--- config.mk ---
export PLATFORM = sky130hd
export DESIGN_NAME = gpio_bank_ctrl
export DESIGN_NICKNAME = d
export VERILOG_FILES = /design/src/rtl/gpio_bank_pkg.sv /design/src/rtl/gpio_bank_ctrl_unit.sv /design/src/rtl/gpio_bank_datapath.sv /design/src/rtl/gpio_bank_ctrl.sv
export SDC_FILE = /design/constraint.sdc
export NUM_CORES = 1
export LEC_CHECK = 0
export ABC_AREA = 1
export BUFFER_PORTS_ARGS = -buffer_cell sky130_fd_sc_hd__buf_2
export CAP_MARGIN = 20
export CORE_MARGIN = 8
export CORE_UTILIZATION = 53
export DETAILED_ROUTE_END_ITERATION = 16
export PLACE_DENSITY_LB_ADDON = 0.12
export SLEW_MARGIN = 5
export SYNTH_ARGS = -nofsm -noshare
export SYNTH_HDL_FRONTEND = slang
export SYNTH_SLANG_ARGS = --single-unit
--- constraint.sdc ---
create_clock -name clk -period 1.3 [get_ports clk]
set_clock_uncertainty 0.1 [all_clocks]
set_input_delay 0.26 -clock clk [delete_from_list [all_inputs] [get_ports clk]]
set_output_delay 0.26 -clock clk [all_outputs]
set_load 0.005 [all_outputs]
--- src/rtl/gpio_bank_pkg.sv ---
package gpio_bank_pkg;

  typedef enum logic [1:0] {
    OP_WRITE = 2'd0,
    OP_CLR   = 2'd1,
    OP_SET   = 2'd2,
    OP_INV   = 2'd3
  } aliasOp_t;

  typedef enum logic [2:0] {
    SEL_DIR   = 3'd0,
    SEL_LAT   = 3'd1,
    SEL_PIN   = 3'd2,
    SEL_ODC   = 3'd3,
    SEL_PULL  = 3'd4,
    SEL_CNEN  = 3'd5,
    SEL_FLAG  = 3'd6,
    SEL_NONE  = 3'd7
  } regSel_t;

  typedef struct packed {
    logic     wrDir;
    logic     wrLat;
    logic     wrOdc;
    logic     wrPull;
    logic     wrCnEn;
    logic     clrFlag;
    logic     snapPin;
    aliasOp_t op;
    regSel_t  rdSel;
  } ctrlStrobes_t;

endpackage

--- src/rtl/gpio_bank_ctrl_unit.sv ---
module gpio_bank_ctrl_unit
  import gpio_bank_pkg::*;
#(
  parameter int ADDR_W = 5
) (
  input  logic              clk,
  input  logic              rstN,
  input  logic [ADDR_W-1:0] busAddr,
  input  logic              busWrEn,
  input  logic              busRdEn,
  input  logic              clrBit,
  output ctrlStrobes_t      strobes
);

  regSel_t  sel;
  aliasOp_t op;

  assign sel = regSel_t'(busAddr[4:2]);
  assign op  = aliasOp_t'(busAddr[1:0]);

  always_comb begin
    strobes         = '0;
    strobes.op      = op;
    strobes.rdSel   = sel;
    strobes.snapPin = busRdEn && (sel == SEL_PIN);
    if (busWrEn) begin
      unique case (sel)
        SEL_DIR:  strobes.wrDir  = 1'b1;
        SEL_LAT,
        SEL_PIN:  strobes.wrLat  = 1'b1;
        SEL_ODC:  strobes.wrOdc  = 1'b1;
        SEL_PULL: strobes.wrPull = 1'b1;
        SEL_CNEN: strobes.wrCnEn = 1'b1;
        SEL_FLAG: strobes.clrFlag = clrBit;
        default:  ;
      endcase
    end
  end

  AST_ONE_WRITE: assert property (@(posedge clk) disable iff (!rstN)
    $onehot0({strobes.wrDir, strobes.wrLat, strobes.wrOdc, strobes.wrPull,
              strobes.wrCnEn, strobes.clrFlag})) else $error("one write");

endmodule

--- src/rtl/gpio_bank_datapath.sv ---
module gpio_bank_datapath
  import gpio_bank_pkg::*;
#(
  parameter int NUM_PINS    = 16,
  parameter int SYNC_STAGES = 2
) (
  input  logic                clk,
  input  logic                rstN,
  input  ctrlStrobes_t        strobes,
  input  logic [NUM_PINS-1:0] busWrData,
  output logic [NUM_PINS-1:0] busRdData,
  input  logic [NUM_PINS-1:0] pinIn,
  output logic [NUM_PINS-1:0] pinOut,
  output logic [NUM_PINS-1:0] pinOe,
  output logic [NUM_PINS-1:0] pullUpEn,
  input  logic [NUM_PINS-1:0] perOe,
  input  logic [NUM_PINS-1:0] perOut,
  output logic                cnIrq
);

  localparam logic [NUM_PINS-1:0] ALL_ONES = {NUM_PINS{1'b1}};

  logic [NUM_PINS-1:0] dirReg, latReg, odcReg, pullReg, cnEnReg, snapReg;
  logic [NUM_PINS-1:0] pinLevel, diffBits;
  logic                cnFlag, anyChange;
  logic [NUM_PINS-1:0] syncChain [SYNC_STAGES];

  function automatic logic [NUM_PINS-1:0] applyOp(
    input logic [NUM_PINS-1:0] cur,
    input logic [NUM_PINS-1:0] wd,
    input aliasOp_t            op
  );
    unique case (op)
      OP_WRITE: applyOp = wd;
      OP_CLR:   applyOp = cur & ~wd;
      OP_SET:   applyOp = cur | wd;
      OP_INV:   applyOp = cur ^ wd;
      default:  applyOp = cur;
    endcase
  endfunction

  // register file
  always_ff @(posedge clk or negedge rstN) begin
    if (!rstN) begin
      dirReg  <= ALL_ONES;
      latReg  <= '0;
      odcReg  <= '0;
      pullReg <= '0;
      cnEnReg <= '0;
    end else begin
      if (strobes.wrDir)  dirReg  <= applyOp(dirReg,  busWrData, strobes.op);
      if (strobes.wrLat)  latReg  <= applyOp(latReg,  busWrData, strobes.op);
      if (strobes.wrOdc)  odcReg  <= applyOp(odcReg,  busWrData, strobes.op);
      if (strobes.wrPull) pullReg <= applyOp(pullReg, busWrData, strobes.op);
      if (strobes.wrCnEn) cnEnReg <= applyOp(cnEnReg, busWrData, strobes.op);
    end
  end

  // input synchronizer
  genvar s;
  generate
    for (s = 0; s < SYNC_STAGES; s++) begin : gSync
      always_ff @(posedge clk or negedge rstN) begin
        if (!rstN)      syncChain[s] <= '0;
        else if (s == 0) syncChain[s] <= pinIn;
        else            syncChain[s] <= syncChain[(s == 0) ? 0 : s-1];
      end
    end
  endgenerate

  assign pinLevel = syncChain[SYNC_STAGES-1];

  // change notification
  assign diffBits  = (pinLevel ^ snapReg) & cnEnReg;
  assign anyChange = |diffBits;

  always_ff @(posedge clk or negedge rstN) begin
    if (!rstN) begin
      snapReg <= '0;
      cnFlag  <= 1'b0;
    end else begin
      if (strobes.snapPin) snapReg <= pinLevel;
      cnFlag <= (cnFlag & ~strobes.clrFlag) | anyChange;
    end
  end

  assign cnIrq    = cnFlag;
  assign pullUpEn = pullReg;

  // output multiplexers, one per pin
  genvar p;
  generate
    for (p = 0; p < NUM_PINS; p++) begin : gPin
      logic dataSel, driveSel;
      always_comb begin
        if (perOe[p]) begin
          dataSel  = perOut[p];
          driveSel = 1'b1;
        end else begin
          dataSel  = latReg[p];
          driveSel = ~dirReg[p];
        end
      end
      assign pinOut[p] = dataSel;
      assign pinOe[p]  = driveSel & ~(odcReg[p] & dataSel);
    end
  endgenerate

  // readback
  always_comb begin
    unique case (strobes.rdSel)
      SEL_DIR:  busRdData = dirReg;
      SEL_LAT:  busRdData = latReg;
      SEL_PIN:  busRdData = pinLevel;
      SEL_ODC:  busRdData = odcReg;
      SEL_PULL: busRdData = pullReg;
      SEL_CNEN: busRdData = cnEnReg;
      SEL_FLAG: busRdData = {{(NUM_PINS-1){1'b0}}, cnFlag};
      default:  busRdData = '0;
    endcase
  end

  AST_SET_ALIAS: assert property (@(posedge clk) disable iff (!rstN)
    (strobes.wrLat && strobes.op == OP_SET) |=>
      ((latReg & $past(busWrData)) == $past(busWrData)) &&
      ((latReg & ~$past(busWrData)) == ($past(latReg) & ~$past(busWrData))))
    else $error("set alias");
  AST_CLR_ALIAS: assert property (@(posedge clk) disable iff (!rstN)
    (strobes.wrLat && strobes.op == OP_CLR) |=>
      ((latReg & $past(busWrData)) == '0) &&
      ((latReg & ~$past(busWrData)) == ($past(latReg) & ~$past(busWrData))))
    else $error("clr alias");
  AST_ODC_RELEASE: assert property (@(posedge clk) disable iff (!rstN)
    ((pinOe & odcReg & pinOut) == '0)) else $error("odc release");
  AST_PERIPH_DRIVE: assert property (@(posedge clk) disable iff (!rstN)
    ((perOe & ~odcReg & ~pinOe) == '0)) else $error("periph drive");
  AST_CHANGE_SETS: assert property (@(posedge clk) disable iff (!rstN)
    anyChange |=> cnFlag) else $error("change sets");
  AST_FLAG_HOLD: assert property (@(posedge clk) disable iff (!rstN)
    (cnFlag && !strobes.clrFlag) |=> cnFlag) else $error("flag hold");

endmodule

--- src/rtl/gpio_bank_ctrl.sv ---
module gpio_bank_ctrl
  import gpio_bank_pkg::*;
#(
  parameter int NUM_PINS    = 16,
  parameter int SYNC_STAGES = 2,
  parameter int ADDR_W      = 5
) (
  input  logic                clk,
  input  logic                rstN,
  input  logic [ADDR_W-1:0]   busAddr,
  input  logic                busWrEn,
  input  logic                busRdEn,
  input  logic [NUM_PINS-1:0] busWrData,
  output logic [NUM_PINS-1:0] busRdData,
  input  logic [NUM_PINS-1:0] pinIn,
  output logic [NUM_PINS-1:0] pinOut,
  output logic [NUM_PINS-1:0] pinOe,
  output logic [NUM_PINS-1:0] pullUpEn,
  input  logic [NUM_PINS-1:0] perOe,
  input  logic [NUM_PINS-1:0] perOut,
  output logic                cnIrq
);

  ctrlStrobes_t strobes;

  gpio_bank_ctrl_unit #(.ADDR_W(ADDR_W)) uCtrl (
    .clk     (clk),
    .rstN    (rstN),
    .busAddr (busAddr),
    .busWrEn (busWrEn),
    .busRdEn (busRdEn),
    .clrBit  (busWrData[0]),
    .strobes (strobes)
  );

  gpio_bank_datapath #(.NUM_PINS(NUM_PINS), .SYNC_STAGES(SYNC_STAGES)) uData (
    .clk       (clk),
    .rstN      (rstN),
    .strobes   (strobes),
    .busWrData (busWrData),
    .busRdData (busRdData),
    .pinIn     (pinIn),
    .pinOut    (pinOut),
    .pinOe     (pinOe),
    .pullUpEn  (pullUpEn),
    .perOe     (perOe),
    .perOut    (perOut),
    .cnIrq     (cnIrq)
  );

endmodule

# Yosys cells after proc, flatten, opt, wreduce, memory -nomap -nowiden
# Cells that the tools add are included.
[totals]
reg_bits = 129
latch_bits = 0
mem_bits_rw = 0
romBits = 0
inputBits = 73
out_inout_bits = 65
word_cells = 153
n_memories = 0
[op_classes]
n_addsub = 0
n_mul = 0
n_div = 0
n_lt_le_gt_ge = 0
n_eq_ne = 9
shifts = 0
mux = 45
bitwise_logic = 85
n_reduce_logical = 5
[op_table]
columns = ["operator", "n"]
rows = [
  ["$pmux 16 s4", 5],
  ["$pmux 16 s7", 1],
  ["$and 16x16->16", 6],
  ["$xor 16x16->16", 6],
  ["$or 16x16->16", 5],
  ["$mux 1", 38],
  ["$and 1x1->1", 33],
  ["$not 1->1", 33],
  ["$not 16->16", 1],
  ["$reduce_or 16->1", 1],
  ["$eq 3x3->1 const B", 3],
  ["$eq 3x2->1 const B", 2],
  ["$mux 6", 1],
  ["$eq 2x2->1 const B", 2],
  ["$eq 3x1->1 const B", 1],
  ["$logic_not 3->1", 1],
  ["$eq 2x1->1 const B", 1],
  ["$logic_not 2->1", 1],
  ["$reduce_or 2->1", 1],
  ["$logic_and 1x1->1", 1],
  ["$or 1x1->1", 1],
]

# Longest topological paths before layout
# Gate-level depths: netlist (run 1).
[depth]
ltp_word = 7
depth_mapped = 8
ltp_nobuf = 8

# By module
# A second synthesis (run 1) with hierarchy kept.
[unflattened]
hier_cells = 1318
area_unflattened_um2 = 9810.7
[by_module_without_submodules]
columns = ["mod", "instances", "cells_per_inst", "area_per_inst_um2", "seq_area_each_um2"]
rows = [
  ["gpio_bank_datapath", 1, 1295, 9698.1, 3248.1],
  ["gpio_bank_ctrl_unit", 1, 23, 112.6, 0.0],
]

# Worst setup path after synthesis (run 1)
# OpenSTA, ideal clock, no wires.
[synth_timing]
path_type = "input to output"
startpoint = "input busAddr[2]"
endpoint = "output busRdData[10]"
arrival_ns = 1.060
required_time_ns = 0.940
slack_ns = -0.120
path_stages = 5
path_buffers = 2
cell_sequence = "buf_6 -> nor3_4 -> clkbuf_1 -> nand2_1 -> nand4_1"
[synth_between]
elab_chain_cells = 2
word_cells_on_any_way = 8
classes_between = "6 x eq/ne; 1 x mux; 1 x reduce/logical"
[synth_lines]
columns = ["item", "line", "rtl"]
rows = [
  ["from (decl)", "gpio_bank_ctrl.sv:10", "input logic [ADDR_W-1:0] busAddr,"],
  ["$eq 3x3->1 (tied with other cells)", "gpio_bank_datapath.sv:111", "unique case (strobes.rdSel)"],
  ["$pmux 16 s7 *", "gpio_bank_datapath.sv:111", ""],
  ["to (decl)", "gpio_bank_ctrl.sv:14", "output logic [NUM_PINS-1:0] busRdData,"],
]
# Mark *: on every way between the ends. The rest lies on a longest branch, timed or not.

# Final worst setup path (run 1)
[layout_timing]
startpoint = "register uData.syncChain, in the netlist uData.pinLevel[5]"
endpoint = "output busRdData[5]"
[layout_between]
elab_chain_cells = 1
[layout_lines]
columns = ["item", "line", "rtl"]
rows = [
  ["from (decl)", "gpio_bank_datapath.sv:26", "logic [NUM_PINS-1:0] syncChain [SYNC_STAGES];"],
  ["from (signal, indexed assignment)", "gpio_bank_datapath.sv:65", "else if (s == 0) syncChain[s] <= pinIn;"],
  ["from (signal, indexed assignment)", "gpio_bank_datapath.sv:66", "else syncChain[s] <= syncChain[(s == 0) ? 0 : s-1];"],
  ["$pmux 16 s7", "gpio_bank_datapath.sv:111", ""],
]
# Every way passes these cells.

==> results of run 1 <==
sequential cells by signal, summed over array words and instances (netlist names):
register and flops:
uData.cnIrq 1, uData.syncChain 16, uData.odcReg 16, uData.cnEnReg 16
uData.dirReg 16, uData.latReg 16, uData.snapReg 16, uData.pullUpEn 16
uData.pinLevel 16
worst max-delay path, cell delays in order (launching register included):
cell and delay (ps):
sky130_fd_sc_hd__dfrtp_1 460, sky130_fd_sc_hd__inv_2 100, sky130_fd_sc_hd__o22ai_1 60, sky130_fd_sc_hd__a21oi_1 160
sky130_fd_sc_hd__nand2_1 130, sky130_fd_sc_hd__buf_2 160
through the flow:
step | setup slack, ps | cell area (um2) | setup TNS, ps
2_1_floorplan | -18.2 | 9840 | -210
3_3_place_gp | -376 | 12300 | -30720
3_5_place_dp | -397 | 12300 | -34130
4_1_cts | -515 | 14200 | -22080
5_1_grt | -588 | 15700 | -32450
6_report | -566 | 15700 | -26540
final timing paths:
check | cells past startpoint | slack [ps] | endpoint | startpoint
worst max register to register | 7 | -260 | uData.dirReg[10]$_DFFE_PN1P_ | uData.dirReg[10]$_DFFE_PN1P_
max in group asynchronous | 3 | 380 | uData.dirReg[7]$_DFFE_PN1P_ | rstN
min in group asynchronous | 2 | 150 | uData.latReg[14]$_DFFE_PN0P_ | rstN
worst min-delay path | 3 | 90 | uData.snapReg[7]$_DFFE_PN0P_ | busRdEn
worst max-delay path | 5 | -570 | busRdData[5] | uData.pinLevel[5]$_DFF_PN0_
worst min register to register | 0 | 250 | uData.pinLevel[4]$_DFF_PN0_ | uData.syncChain[20]$_DFF_PN0_
cell usage in the layout, fill, tap and decap left out, types with 5 or more instances in the layout:
| cell | count |
|---|---|
| sky130_fd_sc_hd__nor2_1 | 84 |
| sky130_fd_sc_hd__nand4_1 | 7 |
| sky130_fd_sc_hd__nand3_2 | 20 |
| sky130_fd_sc_hd__o211ai_1 | 46 |
| sky130_fd_sc_hd__nand2_2 | 55 |
| sky130_fd_sc_hd__nand3_1 | 24 |
| sky130_fd_sc_hd__ha_4 | 59 |
| sky130_fd_sc_hd__dfrtp_1 | 111 |
| sky130_fd_sc_hd__dlygate4sd3_1 | 17 |
| sky130_fd_sc_hd__inv_2 | 80 |
| sky130_fd_sc_hd__o22ai_1 | 14 |
| sky130_fd_sc_hd__buf_12 | 24 |
| sky130_fd_sc_hd__a21oi_1 | 18 |
| sky130_fd_sc_hd__o21ai_2 | 16 |
| sky130_fd_sc_hd__nand2_1 | 306 |
| sky130_fd_sc_hd__nor2_2 | 9 |
| sky130_fd_sc_hd__clkbuf_16 | 17 |
| sky130_fd_sc_hd__dfstp_2 | 16 |
| sky130_fd_sc_hd__a21oi_2 | 19 |
| sky130_fd_sc_hd__inv_6 | 5 |
| sky130_fd_sc_hd__o21ai_0 | 8 |
| sky130_fd_sc_hd__inv_1 | 79 |
| sky130_fd_sc_hd__buf_2 | 119 |
| sky130_fd_sc_hd__ha_1 | 97 |
| sky130_fd_sc_hd__buf_6 | 112 |
| sky130_fd_sc_hd__o21ai_1 | 112 |
| sky130_fd_sc_hd__buf_4 | 185 |
| sky130_fd_sc_hd__o21ai_4 | 9 |
| sky130_fd_sc_hd__nor2_4 | 17 |
| sky130_fd_sc_hd__o22ai_2 | 5 |
logic make-up after synthesis:
logic type	share of synthesized area, %
xor gates and xnor gates	0.0895
and+or+nand+nor	22.3
DFF	33.2
buffers and inverters	9.85
adders and majority gates	20.5
AOI/OAI and AO/OA	14.1
routing by layer:
layer | up-vias | part of all wire, % | GRT usage, % | routed length [um]
met1 | 5355 | 37 | 32.5 | 14300
met4 | 0 | 6.1 | 14.7 | 2370
met2 | 674 | 49 | 48.0 | 19100
met3 | 207 | 7.8 | 5.42 | 3020
li1 | 5044 | - | - | -
met5 | - | 0 | 0 | 0
layout make-up:
class,count,area (um2),area share (%)
Antenna cell,1,2.50,0.0159
Sequential cell,129,3250,20.7
Inverter,164,629,4.01
Multi-Input combinational cell,947,7010,44.6
Timing Repair Buffer,457,3900,24.8
Clock buffer,19,443,2.82
Clock inverter,13,176,1.12
Tap cell,229,287,1.83
repair_timing:
item	in CTS	in global routing
buffers inserted	69	62
resized for setup	272	297
setup endpoints to repair	108	143
hold buffers	17	0
pin swaps	102	160
endpoints found under the hold margin	131	0
power breakdown:
group | switching, mW | leakage [nW] | internal [mW]
clock | 2.08 | 0.300 | 3.11
combinational | 4.42 | 5.78 | 4.65
sequential | 0.612 | 1.55 | 4.82
==> results.txt, run 1 <==
Clock Pin Slew Worst Setup and Hold Paths: 70 ps
clk_lat worst skew: 440 ps
sort of element at the end of the critical path: primary output
average cell area after synthesis: 7.52 um2
total DRC errors in the routed layout: 0
crit share post-route: 144%
Worst IR Drop VDD: 0.00116 V
# rows: 49
die extent in y: 152 um
number of global-route vias before repair: 10600
total power consumption of the routed design: 19.7 mW
Cell variety after synth: 29
Leak: 7.64 nW
H-tree lvl count: 4
initial antenna violation count: 1
DP HPWL: 21800 um
Die Span X: 152 um
Cell Count, Final, Fillers Out: 1959
final design utilization: 87.0%
synthesized flop and latch total: 129
# fillers: 841
Worst Max-Slew Pin Slew: 683 ps
run status: finished with violations
final count of negative-setup-slack endpoints: 119
asr flop ratio synth: 100%
count of placed standard cells including taps: 1811
number of CTS-inserted buffers: 17
initial core utilization: 54.3%
largest net degree at the start of global routing: 41
Post-Route WL: 38800 um
relative max-transition margin: 54.4%
kind of path behind the tightest hold check: in -> reg
worst setup margin: -566 ps
unrepaired setup endpoints after global routing: true
Iteration-0 DRC Markers: 1103
root cell of the clock tree: sky130_fd_sc_hd__clkbuf_16
Post-synth EDFFs: 0
final net count: 1949
minimum clock period after layout: 1870 ps
TritonCTS clock tree: done
worst path arrival time: 1510 ps
Longest Clk Path Bufs: 2
post-synth design cell area: 9780 um2
Die Footprint: 23100 um2
maximum operating frequency: 536 MHz
max-slew violation count: 0
Tot GR Track Use: 28.0%
Post-synth top flop: sky130_fd_sc_hd__dfrtp_1
Max-Cap Viols: 0
post-detailed-route count of antenna-violating nets: 0
number of sinks on the clock net: 129
Req. time, crit path: 940 ps
ranking of synthesized cells by instance count: 362 x sky130_fd_sc_hd__nand2_1, 160 x sky130_fd_sc_hd__ha_1, 160 x sky130_fd_sc_hd__inv_1
violated checks: setup timing
share of layout cells above drive strength 1: 46.2%
fraction of the yosys area taken by sequential cells: 33.2%
number of port buffers: 137
largest fanout on the critical path: 2
power density normalized to cell area: 1260 nW/um2
sum of overflow across all layers after global routing: 0
length of the first detailed-routing pass in iterations: 9
area added between synthesis and finish: 60.4%
share of Yosys cell area claimed by the top area cell type: 28.9%
routability congestion estimate from global placement: 0.867
Vias: 11300
cell types with the largest area share after synthesis: sky130_fd_sc_hd__dfrtp_1 29%, sky130_fd_sc_hd__ha_1 20%, sky130_fd_sc_hd__nand2_1 14%, sky130_fd_sc_hd__o21ai_0 6.6%, sky130_fd_sc_hd__inv_1 6.1%
endpoints failing hold: 0
biggest area consumer among synthesized cells: sky130_fd_sc_hd__dfrtp_1
final hold slack: 87.4 ps
Crit Path Class: reg -> out
instance count of the mapped netlist: 1301
CP Launch Type: flop
DR WL/cell: 19.8 um
total nets after synthesis: 1534
IO Count: 138
Yosys warning total: 0
first-pass GRT wire length: 53000 um
most common cell in the synthesized netlist: sky130_fd_sc_hd__nand2_1
vias per std cell: 5.76
core area: 18000 um2
(Power assumes the default switching activity.)
==> run 2, diff against run 1 <==
--- a/config.mk
+++ b/config.mk
@@ -12,6 +12,7 @@
 export CORE_UTILIZATION = 53
 export DETAILED_ROUTE_END_ITERATION = 16
 export PLACE_DENSITY_LB_ADDON = 0.12
+export SKIP_LAST_GASP = 1
 export SLEW_MARGIN = 5
 export SYNTH_ARGS = -nofsm -noshare
 export SYNTH_HDL_FRONTEND = slang
==> run 2 against run 1 <==
- the run still ends with setup timing left
- register-to-register slack improved by 20 ps
- via count fell by 0.39%
- sequential share of layout area grew 0.19 points
- cell count unchanged
- largest cell class unchanged
- sequential power barely moved
- critical path depth did not move
- non-clock buffer count shrank 1
- global-route usage shrank 0.22 points
- design area is 0.89% lower
- utilization decreased by 0.78 points
- largest power group unchanged
- first-iteration DRC count decreased by 11%
==> results.txt, run 2 (synthesis results as in run 1) <==
run status: finished with violations
violated checks: setup timing
DR WL/cell: 19.9 um
CP Launch Type: flop
power density normalized to cell area: 1260 nW/um2
# rows: 49
post-detailed-route count of antenna-violating nets: 0
sort of element at the end of the critical path: primary output
total DRC errors in the routed layout: 0
kind of path behind the tightest hold check: in -> reg
number of port buffers: 137
max-slew violation count: 0
post-detailed-placement cell area: 12300 um2
worst setup margin: -576 ps
DP HPWL: 21800 um
Crit Path Class: reg -> out
share of layout cells above drive strength 1: 44.8%
relative max-transition margin: 54.3%
vias per std cell: 5.74
Leak: 7.61 nW
number of CTS-inserted buffers: 17
IO Count: 138
minimum setup slack among reg-to-reg paths: -240 ps
fin area: 15500 um2
H-tree lvl count: 4
routability congestion estimate from global placement: 0.867
Worst Hold Launch: busRdEn
Longest Clk Path Bufs: 2
Clock Pin Slew Worst Setup and Hold Paths: 60 ps
Worst Max-Slew Pin Slew: 684 ps
final net count: 1948
crit-path max cell delay: 400 ps
Die Footprint: 23100 um2
largest fanout on the critical path: 2
root cell of the clock tree: sky130_fd_sc_hd__clkbuf_16
Iteration-0 DRC Markers: 985
sum of overflow across all layers after global routing: 0
Post-Route WL: 38900 um
# fillers: 912
CP top delay family: simple AND/OR/NAND/NOR gates
worst path arrival time: 1520 ps
final count of negative-setup-slack endpoints: 119
hold-critical path endpoint: uData.snapReg[7]$_DFFE_PN0P_
final design utilization: 86.3%
Worst IR Drop VDD: 0.00114 V
ordered cell list for the critical path: inv_2 > nor2_1 > nor3_1 > nand4_1 > buf_2
number of global-route vias before repair: 10500
initial antenna violation count: 2
WHS Path Cells: 3
crit share post-route: 144%
endpoints failing hold: 0
Tot GR Track Use: 27.7%
reg-to-reg critical path endpoint: uData.dirReg[14]$_DFFE_PN1P_
die extent in y: 152 um
initial core utilization: 54.3%
Critical-path top delay cell: sky130_fd_sc_hd__dfrtp_1
Vias: 11200
core area: 18000 um2
Req. time, crit path: 940 ps
maximum operating frequency: 533 MHz
area added between synthesis and finish: 58.9%
Max-Cap Viols: 0
most frequent cells in the layout: 319 x sky130_fd_sc_hd__nand2_1, 187 x sky130_fd_sc_hd__buf_4, 120 x sky130_fd_sc_hd__buf_2, 111 x sky130_fd_sc_hd__dfrtp_1, 109 x sky130_fd_sc_hd__o21ai_1
most common cell after layout, fill and taps aside: sky130_fd_sc_hd__nand2_1
largest net degree at the start of global routing: 41
length of the first detailed-routing pass in iterations: 7
FF-to-FF path depth: 7
number of sinks on the clock net: 129
clk_lat worst skew: 430 ps
minimum clock period after layout: 1880 ps
number of buffers and inverters on the critical path: 2
unrepaired setup endpoints after global routing: true
worst slack at placement: -397 ps
first-pass GRT wire length: 52600 um
TritonCTS clock tree: done
origin of the critical flop-to-flop path: uData.dirReg[14]$_DFFE_PN1P_
Die Span X: 152 um
run 2: cell type report:
class                   count  area (um2)  area share (%)
inverters                 164         629            4.05
clock buffers              19         443            2.85
diodes                      2        5.00          0.0322
clock inverters            13         176            1.13
well taps                 229         287            1.84
repair buffers            456        3870            24.9
flip-flops and latches    129        3250            20.9
multi-input cells         947        6890            44.3
run 2: tightest hold or removal path, delay by kind of cell:
| kind | cells | cell delay [ps] |
|---|---|---|
| buffers and inverters | 1 | 180 |
| AND/OR/NAND/NOR | 2 | 150 |
run 2: layer usage:
metal / GRT usage, % / wire length (um) / vias up
met5: 0 / 0 / -
met4: 15.3 / 2930 / 0
met1: 32.1 / 14000 / 5263
met2: 47.0 / 18600 / 690
met3: 5.93 / 3360 / 232
li1: - / - / 5051
run 2: report_power, final:
group	switching (mW)	internal, mW	total [mW]
Sequential	0.613	4.82	5.43
Clock	2.05	3.11	5.16
Combinational	4.38	4.58	8.97
Total	7.05	12.5	19.6
run 2: through the flow:
step                      hold slack, ps  TNS, ps  power (mW)  cells
final                               95.9   -26400        19.6   1959
after global routing                 112   -32890        20.5   1959
after CTS                           78.1   -22500        17.3   1912
after detailed placement            35.7   -34130        10.8   1811
after global placement              38.0   -30720        10.6   1811
after floorplan                     -136     -210        8.12   1301
run 2: how the worst max path moves through the flow:
stage                                 startpoint                     endpoint  slack, ps  cells past startpoint
floorplan            uData.dirReg[8]$_DFFE_PN1P_  uData.dirReg[8]$_DFFE_PN1P_        -20                      6
global placement                      busAddr[3]                 busRdData[5]       -380                      8
detailed placement                    busAddr[3]  uData.latReg[4]$_DFFE_PN0P_       -400                      8
CTS                  uData.dirReg[0]$_DFFE_PN1P_                 busRdData[0]       -510                      5
global route        uData.cnEnReg[3]$_DFFE_PN0P_                 busRdData[3]       -590                      5
finish              uData.cnEnReg[3]$_DFFE_PN0P_                 busRdData[3]       -580                      5
run 2: timing repair:
action / in CTS / in global routing
pin swaps: 97 / 164
endpoints found under the setup margin: 108 / 143
cloned: 0 / 0
setup buffers: 69 / 62
gates resized for setup: 240 / 294
endpoints found under the hold margin: 131 / 0
hold buffers: 17 / 0
